--- config.mk ---
export PLATFORM = sky130hd
export DESIGN_NAME = glyph_expand
export DESIGN_NICKNAME = d
export VERILOG_FILES = /design/src/rtl/glx_pkg.sv /design/src/rtl/glx_regs.sv /design/src/rtl/glx_expand.sv /design/src/rtl/glyph_expand.sv
export SDC_FILE = /design/constraint.sdc
export NUM_CORES = 1
export LEC_CHECK = 0
export ABC_CLOCK_PERIOD_IN_PS = 3270
export BUFFER_PORTS_ARGS = -buffer_cell sky130_fd_sc_hd__buf_4
export CORE_MARGIN = 2
export CORE_UTILIZATION = 40
export CTS_CLUSTER_SIZE = 10
export DETAILED_ROUTE_END_ITERATION = 16
export SLEW_MARGIN = 30
export SYNTH_ARGS = -nofsm -noshare
export SYNTH_HDL_FRONTEND = slang
export SYNTH_HIERARCHICAL = 1
export SYNTH_SLANG_ARGS = --single-unit
--- constraint.sdc ---
create_clock -name clk -period 3.27 [get_ports clk]
set_clock_uncertainty 0.1 [all_clocks]
set_input_delay 0.4905 -clock clk [delete_from_list [all_inputs] [get_ports clk]]
set_output_delay 0.4905 -clock clk [all_outputs]
set_load 0.05 [all_outputs]
--- src/rtl/glx_pkg.sv ---
package glx_pkg;
    parameter int ROW_BITS = 32;
    parameter int COORD_W  = 16;
    parameter int PIX_W    = 32;
    localparam int CNT_W   = $clog2(ROW_BITS) + 1;
    localparam int SEL_W   = 3;

    typedef enum logic [SEL_W-1:0] {
        SEL_WIDTH = 3'd0,
        SEL_POS   = 3'd1,
        SEL_STEP  = 3'd2,
        SEL_COLOR = 3'd3,
        SEL_MODE  = 3'd4
    } sel_e;

    localparam logic [1:0] BG_OPAQUE = 2'b10;
    localparam logic [1:0] BG_CLEAR  = 2'b11;

    typedef struct packed {
        logic [COORD_W-1:0] y;
        logic [COORD_W-1:0] x;
    } xy_t;
endpackage

--- src/rtl/glx_regs.sv ---
module glx_regs
    import glx_pkg::*;
(
    input  logic                 clk,
    input  logic                 rst_n,
    input  logic                 cfg_we,
    input  logic [SEL_W-1:0]     cfg_sel,
    input  logic [2*PIX_W-1:0]   cfg_wdata,
    input  logic                 row_done,
    output logic [CNT_W-1:0]     eff_width,
    output xy_t                  pos,
    output logic [PIX_W-1:0]     fg,
    output logic [PIX_W-1:0]     bg,
    output logic                 transp
);
    typedef struct packed {
        logic [CNT_W-1:0] width;
        xy_t              pos;
        xy_t              step;
        logic [PIX_W-1:0] fg;
        logic [PIX_W-1:0] bg;
        logic [1:0]       mode;
    } regs_t;

    regs_t regs_d, regs_q;

    always_comb begin
        regs_d = regs_q;
        // end-of-row step first, so a software write in the same cycle wins
        if (row_done) begin
            regs_d.pos.x = regs_q.pos.x + regs_q.step.x;
            regs_d.pos.y = regs_q.pos.y + regs_q.step.y;
        end
        if (cfg_we) begin
            case (sel_e'(cfg_sel))
                SEL_WIDTH: regs_d.width = cfg_wdata[CNT_W-1:0];
                SEL_POS:   regs_d.pos   = cfg_wdata[2*COORD_W-1:0];
                SEL_STEP:  regs_d.step  = cfg_wdata[2*COORD_W-1:0];
                SEL_COLOR: begin
                    regs_d.fg = cfg_wdata[2*PIX_W-1:PIX_W];
                    regs_d.bg = cfg_wdata[PIX_W-1:0];
                end
                SEL_MODE:  regs_d.mode  = cfg_wdata[1:0];
                default:   ;
            endcase
        end
    end

    always_ff @(posedge clk) begin
        if (!rst_n) begin
            regs_q.width <= CNT_W'(ROW_BITS);
            regs_q.pos   <= '0;
            regs_q.step  <= '{y: COORD_W'(1), x: '0};
            regs_q.fg    <= '0;
            regs_q.bg    <= '0;
            regs_q.mode  <= BG_OPAQUE;
        end else begin
            regs_q <= regs_d;
        end
    end

    assign eff_width = (regs_q.width == '0 || regs_q.width > CNT_W'(ROW_BITS))
                       ? CNT_W'(ROW_BITS) : regs_q.width;
    assign pos    = regs_q.pos;
    assign fg     = regs_q.fg;
    assign bg     = regs_q.bg;
    assign transp = (regs_q.mode == BG_CLEAR);
endmodule

--- src/rtl/glx_expand.sv ---
module glx_expand
    import glx_pkg::*;
(
    input  logic                 clk,
    input  logic                 rst_n,
    input  logic                 row_valid,
    input  logic [ROW_BITS-1:0]  row_data,
    input  logic [CNT_W-1:0]     eff_width,
    input  xy_t                  pos,
    input  logic [PIX_W-1:0]     fg,
    input  logic [PIX_W-1:0]     bg,
    input  logic                 transp,
    output logic                 row_ready,
    output logic                 row_done,
    output logic                 px_we,
    output logic [COORD_W-1:0]   px_x,
    output logic [COORD_W-1:0]   px_y,
    output logic [PIX_W-1:0]     px_color
);
    typedef struct packed {
        logic                busy;
        logic [ROW_BITS-1:0] bits;
        logic [CNT_W-1:0]    idx;
        xy_t                 base;
    } eng_t;

    eng_t eng_d, eng_q;
    logic last_px;
    logic cur_bit;

    assign cur_bit = eng_q.bits[ROW_BITS-1];
    assign last_px = eng_q.busy && (eng_q.idx == eff_width - CNT_W'(1));

    always_comb begin
        eng_d = eng_q;
        if (eng_q.busy) begin
            eng_d.bits = {eng_q.bits[ROW_BITS-2:0], 1'b0};
            eng_d.idx  = eng_q.idx + CNT_W'(1);
            if (last_px) begin
                eng_d.busy = 1'b0;
            end
        end else if (row_valid) begin
            eng_d.busy = 1'b1;
            eng_d.bits = row_data;
            eng_d.idx  = '0;
            eng_d.base = pos;
        end
    end

    always_ff @(posedge clk) begin
        if (!rst_n) begin
            eng_q <= '0;
        end else begin
            eng_q <= eng_d;
        end
    end

    assign row_ready = !eng_q.busy;
    assign row_done  = last_px;
    assign px_we     = eng_q.busy && (cur_bit || !transp);
    assign px_x      = eng_q.base.x + COORD_W'(eng_q.idx);
    assign px_y      = eng_q.base.y;
    assign px_color  = cur_bit ? fg : bg;
endmodule

--- src/rtl/glyph_expand.sv ---
module glyph_expand
    import glx_pkg::*;
(
    input  logic                 clk,
    input  logic                 rst_n,
    input  logic                 cfg_we,
    input  logic [SEL_W-1:0]     cfg_sel,
    input  logic [2*PIX_W-1:0]   cfg_wdata,
    input  logic                 row_valid,
    input  logic [ROW_BITS-1:0]  row_data,
    output logic                 row_ready,
    output logic                 px_we,
    output logic [COORD_W-1:0]   px_x,
    output logic [COORD_W-1:0]   px_y,
    output logic [PIX_W-1:0]     px_color
);
    logic [CNT_W-1:0] eff_width;
    xy_t              cur_pos;
    logic [PIX_W-1:0] cfg_fg;
    logic [PIX_W-1:0] cfg_bg;
    logic             cfg_transp;
    logic             row_done;

    glx_regs u_regs (
        .clk       (clk),
        .rst_n     (rst_n),
        .cfg_we    (cfg_we),
        .cfg_sel   (cfg_sel),
        .cfg_wdata (cfg_wdata),
        .row_done  (row_done),
        .eff_width (eff_width),
        .pos       (cur_pos),
        .fg        (cfg_fg),
        .bg        (cfg_bg),
        .transp    (cfg_transp)
    );

    glx_expand u_expand (
        .clk       (clk),
        .rst_n     (rst_n),
        .row_valid (row_valid),
        .row_data  (row_data),
        .eff_width (eff_width),
        .pos       (cur_pos),
        .fg        (cfg_fg),
        .bg        (cfg_bg),
        .transp    (cfg_transp),
        .row_ready (row_ready),
        .row_done  (row_done),
        .px_we     (px_we),
        .px_x      (px_x),
        .px_y      (px_y),
        .px_color  (px_color)
    );
endmodule

==> results of run 1 <==
-- power breakdown --
| group | total, uW | internal (uW) | switching (uW) |
|---|---|---|---|
| Clock | 2420 | 1430 | 990 |
| Sequential | 2670 | 2610 | 58.3 |
| Combinational | 606 | 262 | 344 |
| Total | 5690 | 4300 | 1390 |
-- worst max-delay path, delay by kind of cell (launching register included) --
family / cells / cell delay [ns]
AND/OR/NAND/NOR: 1 / 0.15
XOR/XNOR: 1 / 0.12
buffers and inverters: 1 / 0.22
AO/OA/AOI/OAI: 3 / 0.70
flip-flops: 1 / 0.49
adder cells (fa/ha/maj): 1 / 0.31
-- sequential cells by signal, indices dropped and copies added (netlist names) --
signal	cells
u_expand/cur_bit	1
u_expand/eng_q	54
u_expand/px_y	16
u_regs/bg	32
u_regs/fg	32
u_regs/pos	32
u_regs/regs_q	40
-- cells in the mapped netlist, types with 4 or more instances --
library cell and n:
o21ai_0 38, clkbuf_1 66, ha_1 38, xor2_1 20, nand3_1 10, nor2b_1 12, o21bai_1 4, o211ai_1 8
nor3b_1 6, buf_2 9, nand2_1 314, a21o_1 5, nor2_1 41, a21oi_1 139, mux2i_1 63, nor3_1 6
and3_1 5, buf_4 112, dfxtp_1 207, xnor2_1 26, o211a_1 31, a211oi_1 21, inv_1 7, mux2_2 33
a31oi_1 5, nand4_1 6, nand2b_1 6, a21boi_0 35, or3_1 5
-- per-stage QoR --
stage	utilization	instances	instance area (um^2)
after floorplan	-	1321	11040
after global placement	0.4362	1659	11790
after detailed placement	0.4362	1659	11790
after CTS	0.4621	1696	12490
after global routing	0.4641	1699	12540
final	0.4641	1699	12540
-- layer usage --
metal	wire length, um	up-vias
li1	-	4474
met1	13760	3914
met2	10660	202
met3	1542	32
met4	454	0
met5	0	-
-- area by class of cell --
type | count | share of cell area
repair buffers | 191 | 0.1183
well taps | 341 | 0.03402
flip-flops and latches | 207 | 0.3307
multi-input cells | 917 | 0.4600
inverters | 7 | 0.002195
clock buffers | 36 | 0.05477
-- final timing paths --
check / cells after the start / start / end
hold / removal: 3 / cfg_wdata[40] / u_regs/fg[8]
setup reg to reg: 10 / u_regs/regs_q[135] / u_regs/pos[0]
hold reg to reg: 2 / u_regs/fg[8] / u_regs/fg[8]
setup / recovery: 7 / u_expand/eng_q[33] / px_x[7]
-- what timing repair did --
| action | in CTS | in global routing |
|---|---|---|
| setup endpoints to repair | 5 | 5 |
| pin swaps | 1 | 4 |
| resized for setup | 2 | 6 |
| setup buffers | 1 | 3 |
-- cells by family after synthesis --
| group | Yosys count | synth area share |
|---|---|---|
| and+or+nand+nor | 429 | 0.1647 |
| DFF | 207 | 0.3755 |
| AOI/OAI and AO/OA | 305 | 0.1779 |
| xor gates and xnor gates | 46 | 0.03650 |
| buffers and inverters | 197 | 0.1061 |
| adders and majority gates | 41 | 0.04852 |
| muxes | 96 | 0.09081 |
==> results.txt, run 1 <==
DR vias/cell - 5.075
Synth cell types - 54
Starting Density - 0.4084
Setup CP Type - flip-flop to output pin
maximum vdd drop - 0.2617 mV
met3 Usage GRT - 0.03628
Buffers on Ports - 168
share of the yosys chip area belonging to registers - 0.3755
Final WS setup - 0.1864 ns
CTS tree - done
multi-input combinational cell area - 0.005769 mm^2
crit path DAT - 2.49 ns
grt met2 use - 0.2557
Reg clk slew, reported paths - 0.05 ns
global route overflow - 0
pin count of the biggest net entering global routing - 68
DP HPWL - 18490 um
Chip Height - 170.1 um
Setup Viol. Count Final - 0
met1 Use GR - 0.2680
vias in the first global route - 8112
clk sinks - 207
# hold bufs at CTS - 0
FF-to-FF setup slack - 0.31 ns
ANT cells - 0
Final period util - 0.9430
Lkg Pwr - 0.005305 uW
Cell Area, Synth - 0.01104 mm^2
PwrDens - 453.5 mW/mm^2
CTS H-Tree Depth - 1
Register Area - 0.004148 mm^2
drt pass-1 iters - 5
first-pass GRT wire length - 42270 um
worst hold path class - input port to flip-flop
min Tclk post-route - 3.084 ns
syn_area_per_cell - 8.355 um^2
Area contributors post-synth - dfxtp_1, nand2_1, buf_4
commonest non-fill, non-tap cell in the layout - nand2_1
IO Pins - 169
nets@finish - 1493
Mapped Nets - 1465
initial antenna violation count - 0
CP max stage delay - 0.49 ns
share of layout cells above drive strength 1 - 0.2025
cells along the critical path - ha_1, a211oi_1, o21ai_2, a21oi_2, nand2b_1, xnor2_1, buf_4
Max clock buf depth - 3
core area - 0.02703 mm^2
gr usage total - 0.1780
die area - 0.02894 mm^2
status - finished clean
total CTS buffers - 25
crit end category - output pin
commonest cells after routing, fill and taps aside - nand2_1, dfxtp_1, buf_4
Power Total - 5688 uW
vias post-DR - 8622
wire per inst - 15.55 um
CTS Root Cell - clkbuf_16
synth-to-layout area growth - 13.64%
Remaining DRCs - 0
Critical Path Fanout Max - 6
final hold violation count - 0
Worst Tran Pin Value - 0.6979 ns
Die Width - 170.1 um
Post-DRT Antenna Nets - 0
Yosys top cell by area - dfxtp_1
Worst-Skew Late Latency - 0.51 ns
routability cong. - 0.8442
dpl ws - 0.3054 ns
share of the synthesized area in the top cell type - 0.3755
Setup TNS Final - 0 ns
Yosys reg bits - 207
Routed WL - 26420 um
CP Launch Type - flip-flop
f_max - 324.3 MHz
# Max-Cap Violations - 0
asr flop ratio synth - 0
GRT busiest layer - met1
Critical-path top delay cell - dfxtp_1
Yosys warning count - 6
row count - 60
Post-synth EDFFs - 0
Worst slew margin - 0.5347
RSZ-0062 raised after global routing - no
Required @ worst endpoint - 2.68 ns
Primary FF master, synth - dfxtp_1
Slew Viols, Final - 0
Filler cells - 2717
Gate Count Post-Synth - 1321
initial DRC count - 584
Min Hold Slack - 0.1266 ns
Power figures use the tool's default switching activity.
==> run 2, diff against run 1 <==
--- a/config.mk
+++ b/config.mk
@@ -11,6 +11,7 @@
 export CORE_UTILIZATION = 40
 export CTS_CLUSTER_SIZE = 10
 export DETAILED_ROUTE_END_ITERATION = 16
+export SETUP_SLACK_MARGIN = 0.3
 export SLEW_MARGIN = 30
 export SYNTH_ARGS = -nofsm -noshare
 export SYNTH_HDL_FRONTEND = slang
==> run 2 against run 1 <==
Non-clock buffer count increased by 1. Critical path depth is 1 higher. Sequential power hardly changed. Global-route usage shrank 0.26 points. Total power down 0.94%. Die area unchanged. Register-to-register slack improved by 0.14 ns. Fmax is 3.8% higher. Clock power fell by 2%. Setup slack gained 0.11 ns. Worst hold slack better by 0.0067 ns. Combinational power about the same. Largest cell class unchanged. Largest power group unchanged.
==> results.txt, run 2 (synthesis results as in run 1) <==
status - finished clean
Filler cells - 2658 (-2.2%)
total CTS buffers - 25 (unchanged)
Final period util - 0.9081 (-0.03490)
Register Area - 0.004156 mm^2 (+0.21%)
max FFs per register - 54 (unchanged)
RSZ-0062 raised after global routing - yes
gr usage total - 0.1754 (-0.002629)
pin count of the biggest net entering global routing - 93 (+37%)
final hold violation count - 0 (unchanged)
crit path DAT - 2.38 ns (-0.11 ns)
DP HPWL - 18140 um (-1.9%)
share of layout cells above drive strength 1 - 0.2174 (+0.01489)
routability cong. - 0.8286 (-1.8%)
vias in the first global route - 7921 (-2.4%)
vias post-DR - 8553 (-0.80%)
Worst-Skew Late Latency - 0.51 ns (about the same)
CP Launch Type - flip-flop
internal power - 4245 uW (-1.2%)
Worst Tran Pin Value - 0.8895 ns (+0.1915 ns)
Buffers on Ports - 168 (unchanged)
global route overflow - 0 (unchanged)
CTS tree - done
clk sinks - 207 (unchanged)
f_max - 336.8 MHz (+3.8%)
Final WS setup - 0.3005 ns (+0.1141 ns)
Min Hold Slack - 0.1333 ns (+0.006666 ns)
Final Cell Area - 0.01262 mm^2 (+0.66%)
Critical-path top delay cell - dfxtp_4
crit end category - output pin
power share of the sequential group - 0.473 (+0.004)
Required @ worst endpoint - 2.68 ns (about the same)
synth-to-layout area growth - 14.39%
CTS Root Cell - clkbuf_16
cells along the critical path - ha_4, fa_2, a211oi_2, o21bai_1, a21oi_2, nand2b_4, xnor2_2, buf_6
Net Sw Power - 1389 uW (-0.22%)
PwrDens - 446.3 mW/mm^2 (-1.6%)
IO Pins - 169 (unchanged)
maximum vdd drop - 0.2772 mV (+5.9%)
Chip Height - 170.1 um (unchanged)
Setup Viol. Count Final - 0 (unchanged)
first-pass GRT wire length - 41850 um (-1.0%)
fin cells - 1698 (-0.059%)
area post-placement - 0.01178 mm^2 (about the same)
Routed WL - 26290 um (-0.51%)
wire per inst - 15.48 um (-0.46%)
sw frac - 0.2466 (+0.001777)
CP max stage delay - 0.35 ns (-0.14 ns)
Reg clk slew, reported paths - 0.05 ns (about the same)
ANT cells - 0 (unchanged)
power share of the clock group - 0.419 (-0.006)
initial DRC count - 460 (-21%)
multi-input combinational cell area - 0.005877 mm^2 (+1.9%)
row count - 60 (unchanged)
Setup TNS Final - 0 ns (unchanged)
commonest non-fill, non-tap cell in the layout - nand2_1
largest register by flop count - u_expand/eng_q
Setup CP Type - flip-flop to output pin
Comb power frac - 0.108 (about the same)
Starting Density - 0.4084 (unchanged)
nets@finish - 1494 (+0.067%)
die area - 0.02894 mm^2 (unchanged)
# Max-Cap Violations - 0 (unchanged)
min Tclk post-route - 2.970 ns (-0.1141 ns)
core area - 0.02703 mm^2 (unchanged)
Die Width - 170.1 um (unchanged)
# hold bufs at CTS - 0 (unchanged)
commonest cells after routing, fill and taps aside - nand2_1, dfxtp_1, buf_4
Remaining DRCs - 0 (unchanged)
placed insts - 1658 (-0.060%)
Critical Path Fanout Max - 5 (-1)
biggest regs - u_expand/eng_q: 54 flops, u_regs/regs_q: 40 flops
Worst slew margin - 0.4070 (-0.1277)
Max clock buf depth - 3 (unchanged)
Slew Viols, Final - 0 (unchanged)
dpl ws - 0.3858 ns (+0.08043 ns)
CTS H-Tree Depth - 1 (unchanged)
drt pass-1 iters - 5 (unchanged)
Post-DRT Antenna Nets - 0 (unchanged)
DR vias/cell - 5.037 (-0.74%)
worst hold path class - input port to flip-flop
initial antenna violation count - 0 (unchanged)
Lkg Pwr - 0.005296 uW (-0.16%)
[run 2: cell types whose count changed in the layout (fill, tap and decap cells not counted), moves of 3 or more]
cell / before / now
nor3b_1: 6 / 3
nor3b_2: 0 / 3
dfxtp_1: 206 / 201
ha_4: 1 / 4
xor2_2: 0 / 3
dfxtp_2: 0 / 4
ha_1: 37 / 33
xor2_1: 20 / 17
[run 2: final timing paths]
path | from | endpoint | slack [ns] | cells past startpoint
min reg2reg | u_regs/fg[8] | u_regs/fg[8] | 0.35 | 2
max | u_expand/eng_q[32] | px_x[12] | 0.30 | 8
min | cfg_wdata[42] | u_regs/fg[10] | 0.13 | 3
max reg2reg | u_regs/pos[4] | u_regs/pos[15] | 0.45 | 8
[run 2: layer usage]
metal / part of all wire / global-route usage / wire (um) / vias up
li1: - / - / - / 4478
met5: 0 / 0 / 0 / -
met2: 0.40 / 0.2489 / 10390 / 193
met4: 0.017 / 0.04274 / 440 / 0
met1: 0.54 / 0.2718 / 14090 / 3850
met3: 0.052 / 0.02977 / 1368 / 32
[run 2: stage by stage]
stage,power [uW],util
6_report,5634,0.4671
5_1_grt,5873,0.4671
4_1_cts,5726,0.4638
3_5_place_dp,3323,0.4358
3_3_place_gp,3315,0.4358
2_1_floorplan,3131,-
[run 2: what timing repair did]
action / CTS / global route
cloned: 0 / 0
pin swaps: 4 / 6
endpoints found under the setup margin: 10 / 26
resized for setup: 15 / 15
setup buffers: 4 / 2
[run 2: critical path: cells and delay by family (launching register included)]
| kind | cells | cell delay [ns] |
|---|---|---|
| compound gates | 3 | 0.56 |
| fa+ha+maj | 2 | 0.51 |
| flops | 1 | 0.35 |
| simple gates | 1 | 0.19 |
| buf+inv | 1 | 0.17 |
| xor+xnor | 1 | 0.10 |
[run 2: area by class of cell]
type	instances	area share
Inverter	7	0.002180
Tap cell	341	0.03380
Multi-Input combinational cell	917	0.4655
Clock inverter	1	0.0005946
Clock buffer	33	0.05193
Sequential cell	207	0.3292
Timing Repair Buffer	192	0.1167
[run 2: power by group through the flow]
stage	clock network, uW	logic, uW	registers, uW
2_1_floorplan	0	432	2700
3_3_place_gp	0	598	2720
3_5_place_dp	0	604	2720
4_1_cts	2450	609	2660
5_1_grt	2530	665	2670
6_report	2360	606	2670
